$ cat src/rtl/kwdt_pkg.sv
package kwdt_pkg;
    localparam int KEY_W = 7;
    localparam logic [KEY_W-1:0] KEY_FLIP = '1;

    typedef enum logic {
        WD_STOP  = 1'b0,
        WD_START = 1'b1
    } wd_cmd_e;

    typedef struct packed {
        logic do_start;
        logic do_stop;
    } gate_res_t;

    function automatic logic [KEY_W-1:0] next_key(input logic [KEY_W-1:0] k);
        return k ^ KEY_FLIP;
    endfunction
endpackage

$ cat src/rtl/kwdt_prescaler.sv
module kwdt_prescaler #(
    parameter int PRESC_W = 17
) (
    input  logic clk,
    input  logic rst,
    input  logic restart,
    output logic tick
);
    logic [PRESC_W-1:0] div_q;

    always_ff @(posedge clk) begin
        if (rst || restart) div_q <= '0;
        else                div_q <= div_q + 1'b1;
    end

    assign tick = &div_q;
endmodule

$ cat src/rtl/kwdt_keygate.sv
module kwdt_keygate
    import kwdt_pkg::*;
(
    input  logic             clk,
    input  logic             rst,
    input  logic             wr_en,
    input  wd_cmd_e          wr_cmd,
    input  logic [KEY_W-1:0] wr_key,
    output gate_res_t        res,
    output logic             key_err
);
    logic             have_ref;
    logic [KEY_W-1:0] ref_key;
    logic             key_ok;
    logic             accept;

    always_comb begin
        if (have_ref) key_ok = (wr_key == next_key(ref_key));
        else          key_ok = (wr_cmd == WD_START);
        accept       = wr_en && key_ok;
        res.do_start = accept && (wr_cmd == WD_START);
        res.do_stop  = accept && (wr_cmd == WD_STOP);
    end

    always_ff @(posedge clk) begin
        if (rst) begin
            have_ref <= 1'b0;
            ref_key  <= '0;
            key_err  <= 1'b0;
        end else begin
            if (accept) begin
                have_ref <= 1'b1;
                ref_key  <= wr_key;
            end
            if (wr_en && !key_ok) key_err <= 1'b1;
        end
    end
endmodule

$ cat src/rtl/kwdt_counter.sv
module kwdt_counter #(
    parameter int CNT_W = 8
) (
    input  logic             clk,
    input  logic             rst,
    input  logic             do_start,
    input  logic             do_stop,
    input  logic             tick,
    input  logic [CNT_W-1:0] load_val,
    output logic             running,
    output logic [CNT_W-1:0] count,
    output logic             nmi_req,
    output logic             rst_req
);
    localparam logic [CNT_W-1:0] ONE = CNT_W'(1);

    always_ff @(posedge clk) begin
        if (rst) begin
            running <= 1'b0;
            count   <= '0;
            nmi_req <= 1'b0;
            rst_req <= 1'b0;
        end else begin
            if (running && count == ONE) nmi_req <= 1'b1;
            if (running && count == '0)  rst_req <= 1'b1;
            if (do_start) begin
                count   <= load_val;
                running <= 1'b1;
            end else if (do_stop) begin
                running <= 1'b0;
            end else if (running && tick && count != '0) begin
                count <= count - ONE;
            end
        end
    end
endmodule

$ cat src/rtl/kwdt_top.sv
module kwdt_top
    import kwdt_pkg::*;
#(
    parameter int CNT_W   = 8,
    parameter int PRESC_W = 17
) (
    input  logic             clk,
    input  logic             rst,
    input  logic             wr_en,
    input  logic [CNT_W-1:0] wr_cnt,
    input  logic             wr_cmd,
    input  logic [KEY_W-1:0] wr_key,
    output logic             running,
    output logic [CNT_W-1:0] count,
    output logic             key_err,
    output logic             nmi_req,
    output logic             rst_req
);
    gate_res_t gate;
    logic      tick;

    kwdt_keygate u_gate (
        .clk     (clk),
        .rst     (rst),
        .wr_en   (wr_en),
        .wr_cmd  (wd_cmd_e'(wr_cmd)),
        .wr_key  (wr_key),
        .res     (gate),
        .key_err (key_err)
    );

    kwdt_prescaler #(.PRESC_W(PRESC_W)) u_presc (
        .clk     (clk),
        .rst     (rst),
        .restart (gate.do_start),
        .tick    (tick)
    );

    kwdt_counter #(.CNT_W(CNT_W)) u_cnt (
        .clk      (clk),
        .rst      (rst),
        .do_start (gate.do_start),
        .do_stop  (gate.do_stop),
        .tick     (tick),
        .load_val (wr_cnt),
        .running  (running),
        .count    (count),
        .nmi_req  (nmi_req),
        .rst_req  (rst_req)
    );
endmodule

$ cat config.mk
export PLATFORM = sky130hd
export DESIGN_NAME = kwdt_top
export DESIGN_NICKNAME = d
export VERILOG_FILES = /design/src/rtl/kwdt_pkg.sv /design/src/rtl/kwdt_prescaler.sv /design/src/rtl/kwdt_keygate.sv /design/src/rtl/kwdt_counter.sv /design/src/rtl/kwdt_top.sv
export SDC_FILE = /design/constraint.sdc
export NUM_CORES = 1
export LEC_CHECK = 0
export BUFFER_PORTS_ARGS = -buffer_cell sky130_fd_sc_hd__buf_2
export CAP_MARGIN = 20
export CORE_ASPECT_RATIO = 2
export CORE_UTILIZATION = 40
export DETAILED_ROUTE_END_ITERATION = 16
export GPL_ROUTABILITY_DRIVEN = 0
export SLEW_MARGIN = 25
export SYNTH_ARGS = -nofsm -noshare
export SYNTH_HDL_FRONTEND = slang
export SYNTH_SLANG_ARGS = --single-unit
$ cat constraint.sdc
create_clock -name clk -period 2.9 [get_ports clk]
set_input_delay 0.145 -clock clk [delete_from_list [all_inputs] [get_ports clk]]
set_output_delay 0.145 -clock clk [all_outputs]
set_load 0.01 [all_outputs]
After elaboration in Yosys (flattened, before gate mapping) --
Cells that the tools add are included.
Word-level totals: output and inout bits 12, register bits after elaboration 37, input bits 19, word-level logic and storage cells 37
Operators by class: reductions and logical operators 16, eq/ne operators 3, mux-type cells 6, add/sub/neg operators 2, bitwise operators 2
Operator list (number):
- 8-bit 2-to-1 mux | 3
- 17-bit by 1-bit adder with 17-bit output, second input constant | 1
- 17-bit AND reduction | 1
- 8-bit by 1-bit == test with 1-bit output, second input constant | 1
- 1-bit logical AND | 8
- 8-bit logical NOT | 1
- 8-bit nonzero test | 1
- 8-bit by 1-bit subtractor with 8-bit output, second input constant | 1
- 7-bit == test | 1
- 7-bit NOT | 1
- 2-bit nonzero test | 2
- 1-bit 2-to-1 mux | 3
- 2-bit inequality test, second input constant | 1
- 2-bit AND reduction | 1
- 1-bit logical NOT | 1
- 1-bit logical OR | 1
- 1-bit NOT | 1

Logic depth before layout (Yosys ltp) --
Gate-level depths: netlist of the first run.
depth in word-level cells 7, gate-level depth with buffers 12, gate-level depth less buffers 11

By module --
From an unflattened synthesis of the first run, not the netlist that was laid out.
Unflattened totals: cells, all modules 211, area, all modules 1885.6 µm²
Modules (own cells, without submodules):
- kwdt_prescaler | cells each 84, sequential area each 340.3 µm², times used 1, area an instance 737.0 µm²
- kwdt_counter | cells each 75, sequential area each 220.2 µm², times used 1, area an instance 644.4 µm²
- kwdt_keygate | cells each 52, sequential area each 180.2 µm², times used 1, area an instance 504.2 µm²

Worst setup path before layout of the first run --
OpenSTA, ideal clock, no wires.
path type register to register, start point register u_presc.div_q[0], end point register u_cnt.count[2], data arrival time 2.269 ns, required time 2.824 ns, period minus slack after synthesis 2.345 ns, library setup time 0.076 ns, path buffers 1, stages on the path, launching flop included 12, path slack 0.555 ns, cells stage by stage dfxtp_1 > ha_1 > and3_1 > and3_1 > clkbuf_1 > nand2_1 > nor2_1 > ha_1 > o311ai_4 > a21o_1 > a311o_2 > o22ai_1
On the way: word-level cells in the longest chain between the ends 5
RTL lines:
- start, declared | RTL line kwdt_prescaler.sv:9 | logic [PRESC_W-1:0] div_q;
- start signal, assigned | RTL line kwdt_prescaler.sv:13 | else div_q <= div_q + 1'b1;
- 17-bit AND reduction | RTL line kwdt_prescaler.sv:16 | assign tick = &div_q;
- 1-bit logical AND (2 in series) | RTL line kwdt_counter.sv:31 | end else if (running && tick && count != '0) begin
- 2-bit nonzero test (no line)
- 2-bit AND reduction (no line)
- end signal, assigned | RTL line kwdt_counter.sv:27 | count <= load_val;
- end signal, assigned | RTL line kwdt_counter.sv:32 | count <= count - ONE;
- end, declared | RTL line kwdt_counter.sv:11 | output logic [CNT_W-1:0] count,
No other way between the ends. A chain may end at the register's enable or synchronous reset.

Final worst setup path of the first run --
start point register u_presc.div_q[0], end point register u_cnt.count[6]
Same word-level chain as after synthesis.

==> implementation parameters, run 1 <==
Parameter                              Value

Timing
  Final setup skew ... 0.00452 ns
  Worst rel slew slack ... 0.669
  Setup repair after global routing missed its margin ... false
  Maximum clock rate ... 0.403 GHz
  Final Critical Period ... 2.48 ns
  Max Transition Viols Final ... 0
  Final hold violation count ... 0
  Number of failing setup endpoints in the final timing report ... 0
  Ratio of final minimum period to clock period ... 0.856
  Smallest setup slack after layout ... 0.417 ns
  Post-route setup TNS ... 0 ns
  Least-Margin Pin Slew ... 0.493 ns

Drt
  Per-cell routed wire length ... 13.5 um
  1st-pass router iterations ... 4
  Detailed Route WL ... 4.14 mm
  Vias ... 1620
  Violation count after the first detailed-routing iteration ... 40
  Antenna Violating Nets Remaining ... 0
  Post-detailed-route DRC marker count ... 0
  Vias per cell ... 5.28

Clock network
  CTS sink count ... 37
  CTS root buffer ... sky130_fd_sc_hd__clkbuf_8
  Clock buffer depth ... 2
  Clock Latency Late Sink ... 0.29 ns
  Post-CTS repair timing setup buffer count ... 0
  Number of buffers created by CTS ... 5
  TritonCTS clock tree ... built
  Hold Buf Count CTS ... 0
  Depth of the CTS H-tree ... 2
  Clock-pin slew on the worst setup and hold paths ... 0.08 ns
  Resized Gates After CTS ... 0

Critical path
  CP max stage delay ... 0.42 ns
  Crit path kind ... reg2reg
  Endpoint kind of the worst setup timing path ... register
  Type of element launching the critical path ... register
  Ordered cell list for the critical path ... ha_1 > and3_1 > and3_1 > nand2_1 > nor2_1 > ha_1 > o311ai_4 > a21o_1 > a311o_2 > o32ai_1
  Worst path slowest cell ... sky130_fd_sc_hd__a311o_2
  Flop-to-flop setup slack ... 0.42 ns
  Arrival @ worst endpoint ... 2.68 ns
  Required time reported for the critical path endpoint ... 3.09 ns
  Kind of cell with the highest combined delay on the critical path ... compound AO/OA/AOI/OAI gates
  Critical Path Fanout Max ... 6
  Number of buffers and inverters on the critical path ... 0

Synthesis
  Top cells by area, synth ... sky130_fd_sc_hd__dfxtp_1 (38%), sky130_fd_sc_hd__mux2i_1 (7.1%), sky130_fd_sc_hd__xor2_1 (6.2%)
  EDFF count, synth ... 0
  Synthesized area per cell ... 8.95 um2
  Number of instances in the synthesized netlist ... 220
  Post-synthesis sequential element count ... 37
  Cell variety after synth ... 42
  Post-synthesis async set-or-reset flop share ... 0
  Library cell with the largest summed area after synthesis ... sky130_fd_sc_hd__dfxtp_1
  Seq/Total Area, Yosys ... 0.376
  Share of Yosys cell area claimed by the top area cell type ... 0.376
  Most instantiated flip-flop cell in the synthesis netlist ... sky130_fd_sc_hd__dfxtp_1
  Combined area of all synthesized cells ... 1970 um2
  Post-Synthesis Net Count ... 244
  Yosys warning count ... 0

Global route
  Pin count of the biggest net entering global routing ... 26
  Fraction of met1 tracks used by global routing ... 0.201
  GRT overflow ... 0
  GR met2 Demand/Resource ... 0.326
  Via count of the first global-routing pass ... 1581
  All-Layer GR Usage ... 0.185
  Antenna violations before repair ... 0
  Wire length of the first global-routing pass ... 7.18 mm
  Most used routing layer in global routing ... met2
  M3 GR Usage ... 0.0375

Floorplan
  Core area ... 4690 um2
  Width of the die ... 51.6 um
  Effective utilization at floorplan ... 0.420
  Height of the die ... 101 um
  Die ar. ... 5220 um2
  Cell row count ... 35
  I/O pin cnt ... 31

Run status
  Status ... finished, final reports clean

Layout
  NumNets Final ... 275
  Layout Area Growth over Synthesis ... 15.8%
  Layout cells sized above 1 ... 0.210
  Antenna cells ... 0

Power
  Static power due to leakage ... 0.954 nW
  Overall power consumption ... 0.00121 W
  Maximum VDD drop ... 0.000490 V
  Pwr/cell area ... 531 nW/um2

Placement
  Detailed-placement wirelength estimate ... 2.99 mm
  Worst-case setup slack after placement ... 0.415 ns
  I/O Buffers ... 30

Run
  Number of max-cap violations ... 0

Min path
  Worst min-delay path category ... in2reg
-- cell families (layout without fill, tap and decap cells) --
group,after synthesis,count (layout),synth area share
simple gates,95,95,0.259
compound gates,28,28,0.121
fa+ha+maj,5,5,0.0318
mux,14,14,0.0712
buf+inv,20,52,0.0470
flops,37,37,0.376
xor+xnor,21,21,0.0934
-- layout make-up --
| type | count | area, um2 |
|---|---|---|
| Clock buffer | 6 | 82.6 |
| Clock inverter | 2 | 37.5 |
| Fill cell | 461 | 2410 |
| Inverter | 11 | 41.3 |
| Multi-Input combinational cell | 163 | 1140 |
| Sequential cell | 37 | 741 |
| Tap cell | 55 | 68.8 |
| Timing Repair Buffer | 33 | 173 |
-- flip-flops by register name, summed over array words and instances (netlist names) --
name	flops
u_cnt.running	1
u_cnt.rst_req	1
u_gate.ref_key	7
u_cnt.nmi_req	1
u_gate.key_err	1
u_presc.div_q	17
u_cnt.count	8
u_gate.have_ref	1
-- worst min-delay path: cells and delay by family --
kind | cells | cell delay, ns
buf+inv | 1 | 0.11
simple gates | 1 | 0.06
mux | 1 | 0.06
-- path summary, 6_finish.rpt --
| kind | start | end | cells past startpoint |
|---|---|---|---|
| max reg2reg | u_presc.div_q[0] | u_cnt.count[6] | 10 |
| min reg2reg | u_cnt.nmi_req | u_cnt.nmi_req | 2 |
| max | u_presc.div_q[0] | u_cnt.count[6] | 10 |
| min | wr_key[2] | u_gate.ref_key[2] | 3 |
-- cells in the mapped netlist, types with 2 or more instances --
cell and n:
sky130_fd_sc_hd__a21oi_1 6, sky130_fd_sc_hd__a311oi_1 2, sky130_fd_sc_hd__a31oi_1 3, sky130_fd_sc_hd__and3_1 4, sky130_fd_sc_hd__and4_1 3, sky130_fd_sc_hd__buf_2 2
sky130_fd_sc_hd__buf_4 2, sky130_fd_sc_hd__clkbuf_1 4, sky130_fd_sc_hd__dfxtp_1 37, sky130_fd_sc_hd__ha_1 5, sky130_fd_sc_hd__inv_1 11, sky130_fd_sc_hd__mux2i_1 14
sky130_fd_sc_hd__nand2_1 11, sky130_fd_sc_hd__nand2b_1 16, sky130_fd_sc_hd__nand3_1 5, sky130_fd_sc_hd__nand4_1 4, sky130_fd_sc_hd__nor2_1 27, sky130_fd_sc_hd__nor2b_1 3
sky130_fd_sc_hd__nor3_1 9, sky130_fd_sc_hd__nor4_1 4, sky130_fd_sc_hd__o21ai_0 2, sky130_fd_sc_hd__o22ai_1 2, sky130_fd_sc_hd__o32ai_1 5, sky130_fd_sc_hd__or3_2 2
sky130_fd_sc_hd__xnor2_1 7, sky130_fd_sc_hd__xor2_1 14
-- report_power, final --
group	internal (W)	total [W]	switching, W
clock	0.000280	0.000476	0.000197
sequential	0.000529	0.000554	0.0000247
combinational	0.0000781	0.000180	0.000102
total	0.000887	0.00121	0.000323
-- metal layers --
metal | part of all wire | vias up
met2 | 0.53 | 38
met5 | 0 | -
li1 | - | 830
met3 | 0.037 | 8
met4 | 0.027 | 0
met1 | 0.41 | 744
-- per-stage QoR --
step / cells / hold slack (ns) / util / cell area, um2
floorplan: 220 / 0.284 / - / 1970
CTS: 307 / 0.120 / 0.487 / 2280
global route: 307 / 0.139 / 0.487 / 2280
detailed placement: 299 / 0.438 / 0.461 / 2160
global placement: 299 / 0.430 / 0.461 / 2160
finish: 307 / 0.123 / 0.487 / 2280
-- layout by cell type (no fill, tap or decap), types with 2 or more instances in the layout --
cell                       synthesis  layout
sky130_fd_sc_hd__nor2_1           27      27
sky130_fd_sc_hd__clkbuf_8          0       6
sky130_fd_sc_hd__nor3_1            9       9
sky130_fd_sc_hd__and4_1            3       3
sky130_fd_sc_hd__o21ai_0           2       2
sky130_fd_sc_hd__xnor2_1           7       7
sky130_fd_sc_hd__nor2b_1           3       3
sky130_fd_sc_hd__nand2_1          11      11
sky130_fd_sc_hd__or3_2             2       2
sky130_fd_sc_hd__ha_1              5       5
sky130_fd_sc_hd__o32ai_1           5       5
sky130_fd_sc_hd__nand3_1           5       5
sky130_fd_sc_hd__nor4_1            4       4
sky130_fd_sc_hd__inv_1            11      11
sky130_fd_sc_hd__and3_1            4       4
sky130_fd_sc_hd__a31oi_1           3       3
sky130_fd_sc_hd__a311oi_1          2       2
sky130_fd_sc_hd__buf_4             2       3
sky130_fd_sc_hd__dfxtp_1          37      37
sky130_fd_sc_hd__nand4_1           4       4
sky130_fd_sc_hd__mux2i_1          14      14
sky130_fd_sc_hd__xor2_1           14      14
sky130_fd_sc_hd__o22ai_1           2       2
sky130_fd_sc_hd__buf_2             2      30
sky130_fd_sc_hd__nand2b_1         16      16
sky130_fd_sc_hd__a21oi_1           6       6
Note: power is estimated with default switching activity, not from simulation.
==> run 2: changes to the inputs <==
--- a/config.mk
+++ b/config.mk
@@ -14,4 +14,5 @@
 export SLEW_MARGIN = 25
 export SYNTH_ARGS = -nofsm -noshare
 export SYNTH_HDL_FRONTEND = slang
+export SYNTH_HIERARCHICAL = 1
 export SYNTH_SLANG_ARGS = --single-unit
==> implementation parameters, run 2 <==
Parameter                              Value

Layout
  Most common library cell in the layout ignoring fill and taps ... sky130_fd_sc_hd__dfxtp_1
  Non-filler instance count after layout ... 296 (-3.6%)
  Layout cells sized above 1 ... 0.178 (-0.0319)
  Commonest cells after routing, fill and taps aside ... sky130_fd_sc_hd__dfxtp_1 (37), sky130_fd_sc_hd__buf_2 (30), sky130_fd_sc_hd__nor2_1 (27), sky130_fd_sc_hd__xor2_1 (13), sky130_fd_sc_hd__nand2b_1 (12)
  Number of fillers in the final layout ... 491 (+6.5%)
  Regs by FF count ... u_presc/div_q: 17 flops, u_cnt/count: 8 flops, u_gate/ref_key: 7 flops
  Final standard cell utilization of the core ... 0.471 (-0.0151)
  Most flops, register ... u_presc/div_q
  Flip-flop count of the largest register after layout ... 17 (unchanged)
  Antenna cells ... 0 (unchanged)
  Layout Area Growth over Synthesis ... 13.9%
  NumNets Final ... 266 (-3.3%)

Synthesis
  Most instantiated flip-flop cell in the synthesis netlist ... sky130_fd_sc_hd__dfxtp_1
  Yosys warning count ... 6 (+6)
  Library cell with the largest summed area after synthesis ... sky130_fd_sc_hd__dfxtp_1
  Share of Yosys cell area claimed by the top area cell type ... 0.393 (+0.0167)
  Most frequent cell after synthesis ... sky130_fd_sc_hd__dfxtp_1
  Combined area of all synthesized cells ... 1890 um2 (-4.3%)
  Post-synthesis async set-or-reset flop share ... 0 (unchanged)
  Post-Synthesis Net Count ... 235 (-3.7%)
  Cell variety after synth ... 44 (+4.8%)
  Number of instances in the synthesized netlist ... 211 (-4.1%)
  EDFF count, synth ... 0 (unchanged)
  Post-synthesis sequential element count ... 37 (unchanged)
  Seq/Total Area, Yosys ... 0.393 (+0.0167)
  Synth cell count leaders ... sky130_fd_sc_hd__dfxtp_1 (37), sky130_fd_sc_hd__nor2_1 (27), sky130_fd_sc_hd__xor2_1 (13)
  Synthesized area per cell ... 8.94 um2 (-0.17%)
  Top cells by area, synth ... sky130_fd_sc_hd__dfxtp_1 (39%), sky130_fd_sc_hd__xor2_1 (6.0%), sky130_fd_sc_hd__nor2_1 (5.4%)

Clock network
  Post-CTS repair timing setup buffer count ... 0 (unchanged)
  TritonCTS clock tree ... built
  CTS sink count ... 37 (unchanged)
  Resized Gates After CTS ... 0 (unchanged)
  CTS root buffer ... sky130_fd_sc_hd__clkbuf_8
  Clock buffer depth ... 2 (unchanged)
  Clock-pin slew on the worst setup and hold paths ... 0.07 ns (about the same)
  Number of buffers created by CTS ... 5 (unchanged)
  Clock Latency Late Sink ... 0.29 ns (about the same)
  Hold Buf Count CTS ... 0 (unchanged)
  Depth of the CTS H-tree ... 2 (unchanged)

Critical path
  Ordered cell list for the critical path ... ha_1 > nand4_1 > nor2_1 > and3_1 > ha_1 > and4bb_2 > o211ai_1 > or3_1 > a31oi_1
  Endpoint kind of the worst setup timing path ... register
  Crit-path most repeated cell ... sky130_fd_sc_hd__ha_1
  Required time reported for the critical path endpoint ... 3.12 ns (+0.03 ns)
  Type of element launching the critical path ... register
  Critical Path Fanout Max ... 5 (-1)
  CP max stage delay ... 0.39 ns (-0.03 ns)
  Crit path kind ... reg2reg
  Worst path slowest cell ... sky130_fd_sc_hd__dfxtp_1
  Arrival @ worst endpoint ... 2.55 ns (-0.13 ns)

Timing
  Maximum clock rate ... 0.428 GHz (+6.2%)
  Smallest setup slack after layout ... 0.562 ns (+0.145 ns)
  Ratio of final minimum period to clock period ... 0.806 (-0.0500)
  Max Transition Viols Final ... 0 (unchanged)
  Final Critical Period ... 2.34 ns (-0.145 ns)
  Final hold violation count ... 0 (unchanged)
  Setup repair after global routing missed its margin ... false
  Number of failing setup endpoints in the final timing report ... 0 (unchanged)
  Least-Margin Pin Slew ... 0.441 ns (-0.0518 ns)
  Worst rel slew slack ... 0.706 (+0.0371)
  Final setup skew ... 0.0103 ns (+0.00582 ns)
  Post-route setup TNS ... 0 ns (unchanged)

Floorplan
  Width of the die ... 50.6 um (-2.1%)
  Cell row count ... 35 (unchanged)
  I/O pin cnt ... 31 (unchanged)
  Effective utilization at floorplan ... 0.414 (-0.00628)
  Height of the die ... 99.1 um (-2.1%)
  Core area ... 4550 um2 (-2.8%)
  Die ar. ... 5010 um2 (-4.1%)

Placement
  Detailed-placement wirelength estimate ... 3.07 mm (+2.6%)
  I/O Buffers ... 30 (unchanged)
  Worst-case setup slack after placement ... 0.577 ns (+0.162 ns)
  Instance count after placement with tap cells included ... 290 (-3.0%)

Drt
  Vias ... 1578 (-2.6%)
  Violation count after the first detailed-routing iteration ... 28 (-30%)
  1st-pass router iterations ... 4 (unchanged)
  Post-detailed-route DRC marker count ... 0 (unchanged)
  Vias per cell ... 5.33 (+1.0%)
  Antenna Violating Nets Remaining ... 0 (unchanged)
  Detailed Route WL ... 4.01 mm (-3.0%)
  Per-cell routed wire length ... 13.6 um (+0.61%)

Global route
  Pin count of the biggest net entering global routing ... 30 (+15%)
  All-Layer GR Usage ... 0.171 (-0.0141)
  Wire length of the first global-routing pass ... 6.42 mm (-11%)
  Via count of the first global-routing pass ... 1494 (-5.5%)
  GRT overflow ... 0 (unchanged)
  Antenna violations before repair ... 0 (unchanged)

Run status
  Status ... finished, final reports clean

Run
  Number of max-cap violations ... 0 (unchanged)

Power
  Maximum VDD drop ... 0.000394 V (-20%)
  Pwr/cell area ... 461 nW/um2 (-13%)
  Static power due to leakage ... 0.861 nW (-9.7%)

Min path
  Worst min-delay path category ... in2reg
-- run 2: cell types whose count changed after synthesis, sizes merged, moves of 4 or more --
cell    previous run  this run
and2               0         4
mux2i             14         7
nand2b            16        12
nand4              4         8
nor3              10         4
o32ai              5         0
-- run 2: worst paths after layout --
kind / start / endpoint / slack (ns) / cells past startpoint
max: u_presc/div_q[0] / u_cnt/count[5] / 0.56 / 9
min: wr_cnt[6] / u_cnt/count[6] / 0.11 / 3
max reg2reg: u_presc/div_q[0] / u_cnt/count[5] / 0.56 / 9
min reg2reg: u_gate/key_err / u_gate/key_err / 0.47 / 2
-- run 2: worst max-delay path: cells and delay by family (launching register included) --
family / cells / cell delay (ns)
AO/OA/AOI/OAI: 2 / 0.27
adder cells (fa/ha/maj): 2 / 0.39
flip-flops: 1 / 0.39
AND/OR/NAND/NOR: 5 / 1.23
-- run 2: cell type report --
cell class | count | area, um2 | share of cell area
repair buffers | 32 | 165 | 0.0769
inverters | 11 | 41.3 | 0.0192
clock buffers | 5 | 68.8 | 0.0321
clock inverters | 1 | 5.00 | 0.00233
multi-input cells | 155 | 1060 | 0.492
well taps | 55 | 68.8 | 0.0321
flip-flops and latches | 37 | 741 | 0.345
-- run 2: kinds of logic (layout without fill, tap and decap cells) --
group / after synthesis / count (layout) / synth area share
buf+inv: 19 / 49 / 0.0464
flops: 37 / 37 / 0.393
xor+xnor: 22 / 22 / 0.102
simple gates: 93 / 93 / 0.277
compound gates: 28 / 28 / 0.111
mux: 7 / 7 / 0.0372
fa+ha+maj: 5 / 5 / 0.0332
-- run 2: per-layer routing --
metal	share of wire	up-vias	global-route usage	wire, um
li1	-	793	-	-
met1	0.36	726	0.147	1440
met2	0.57	43	0.335	2270
met3	0.033	16	0.0382	131
met4	0.042	0	0.0983	169
met5	0	-	0	0
-- run 2: metrics by stage --
| step | total power, W | hold WS [ns] | area [um2] |
|---|---|---|---|
| finish | 0.000991 | 0.115 | 2150 |
| global route | 0.00104 | 0.110 | 2150 |
| CTS | 0.00100 | 0.104 | 2150 |
| detailed placement | 0.000681 | 0.407 | 2070 |
| global placement | 0.000679 | 0.408 | 2070 |
| floorplan | 0.000638 | 0.290 | 1890 |
-- run 2: where the power goes --
| group | internal (W) | switching [W] | leakage [nW] |
|---|---|---|---|
| registers | 0.000526 | 0.0000187 | 0.301 |
| clock network | 0.000158 | 0.000164 | 0.0399 |
| logic | 0.0000560 | 0.0000683 | 0.520 |
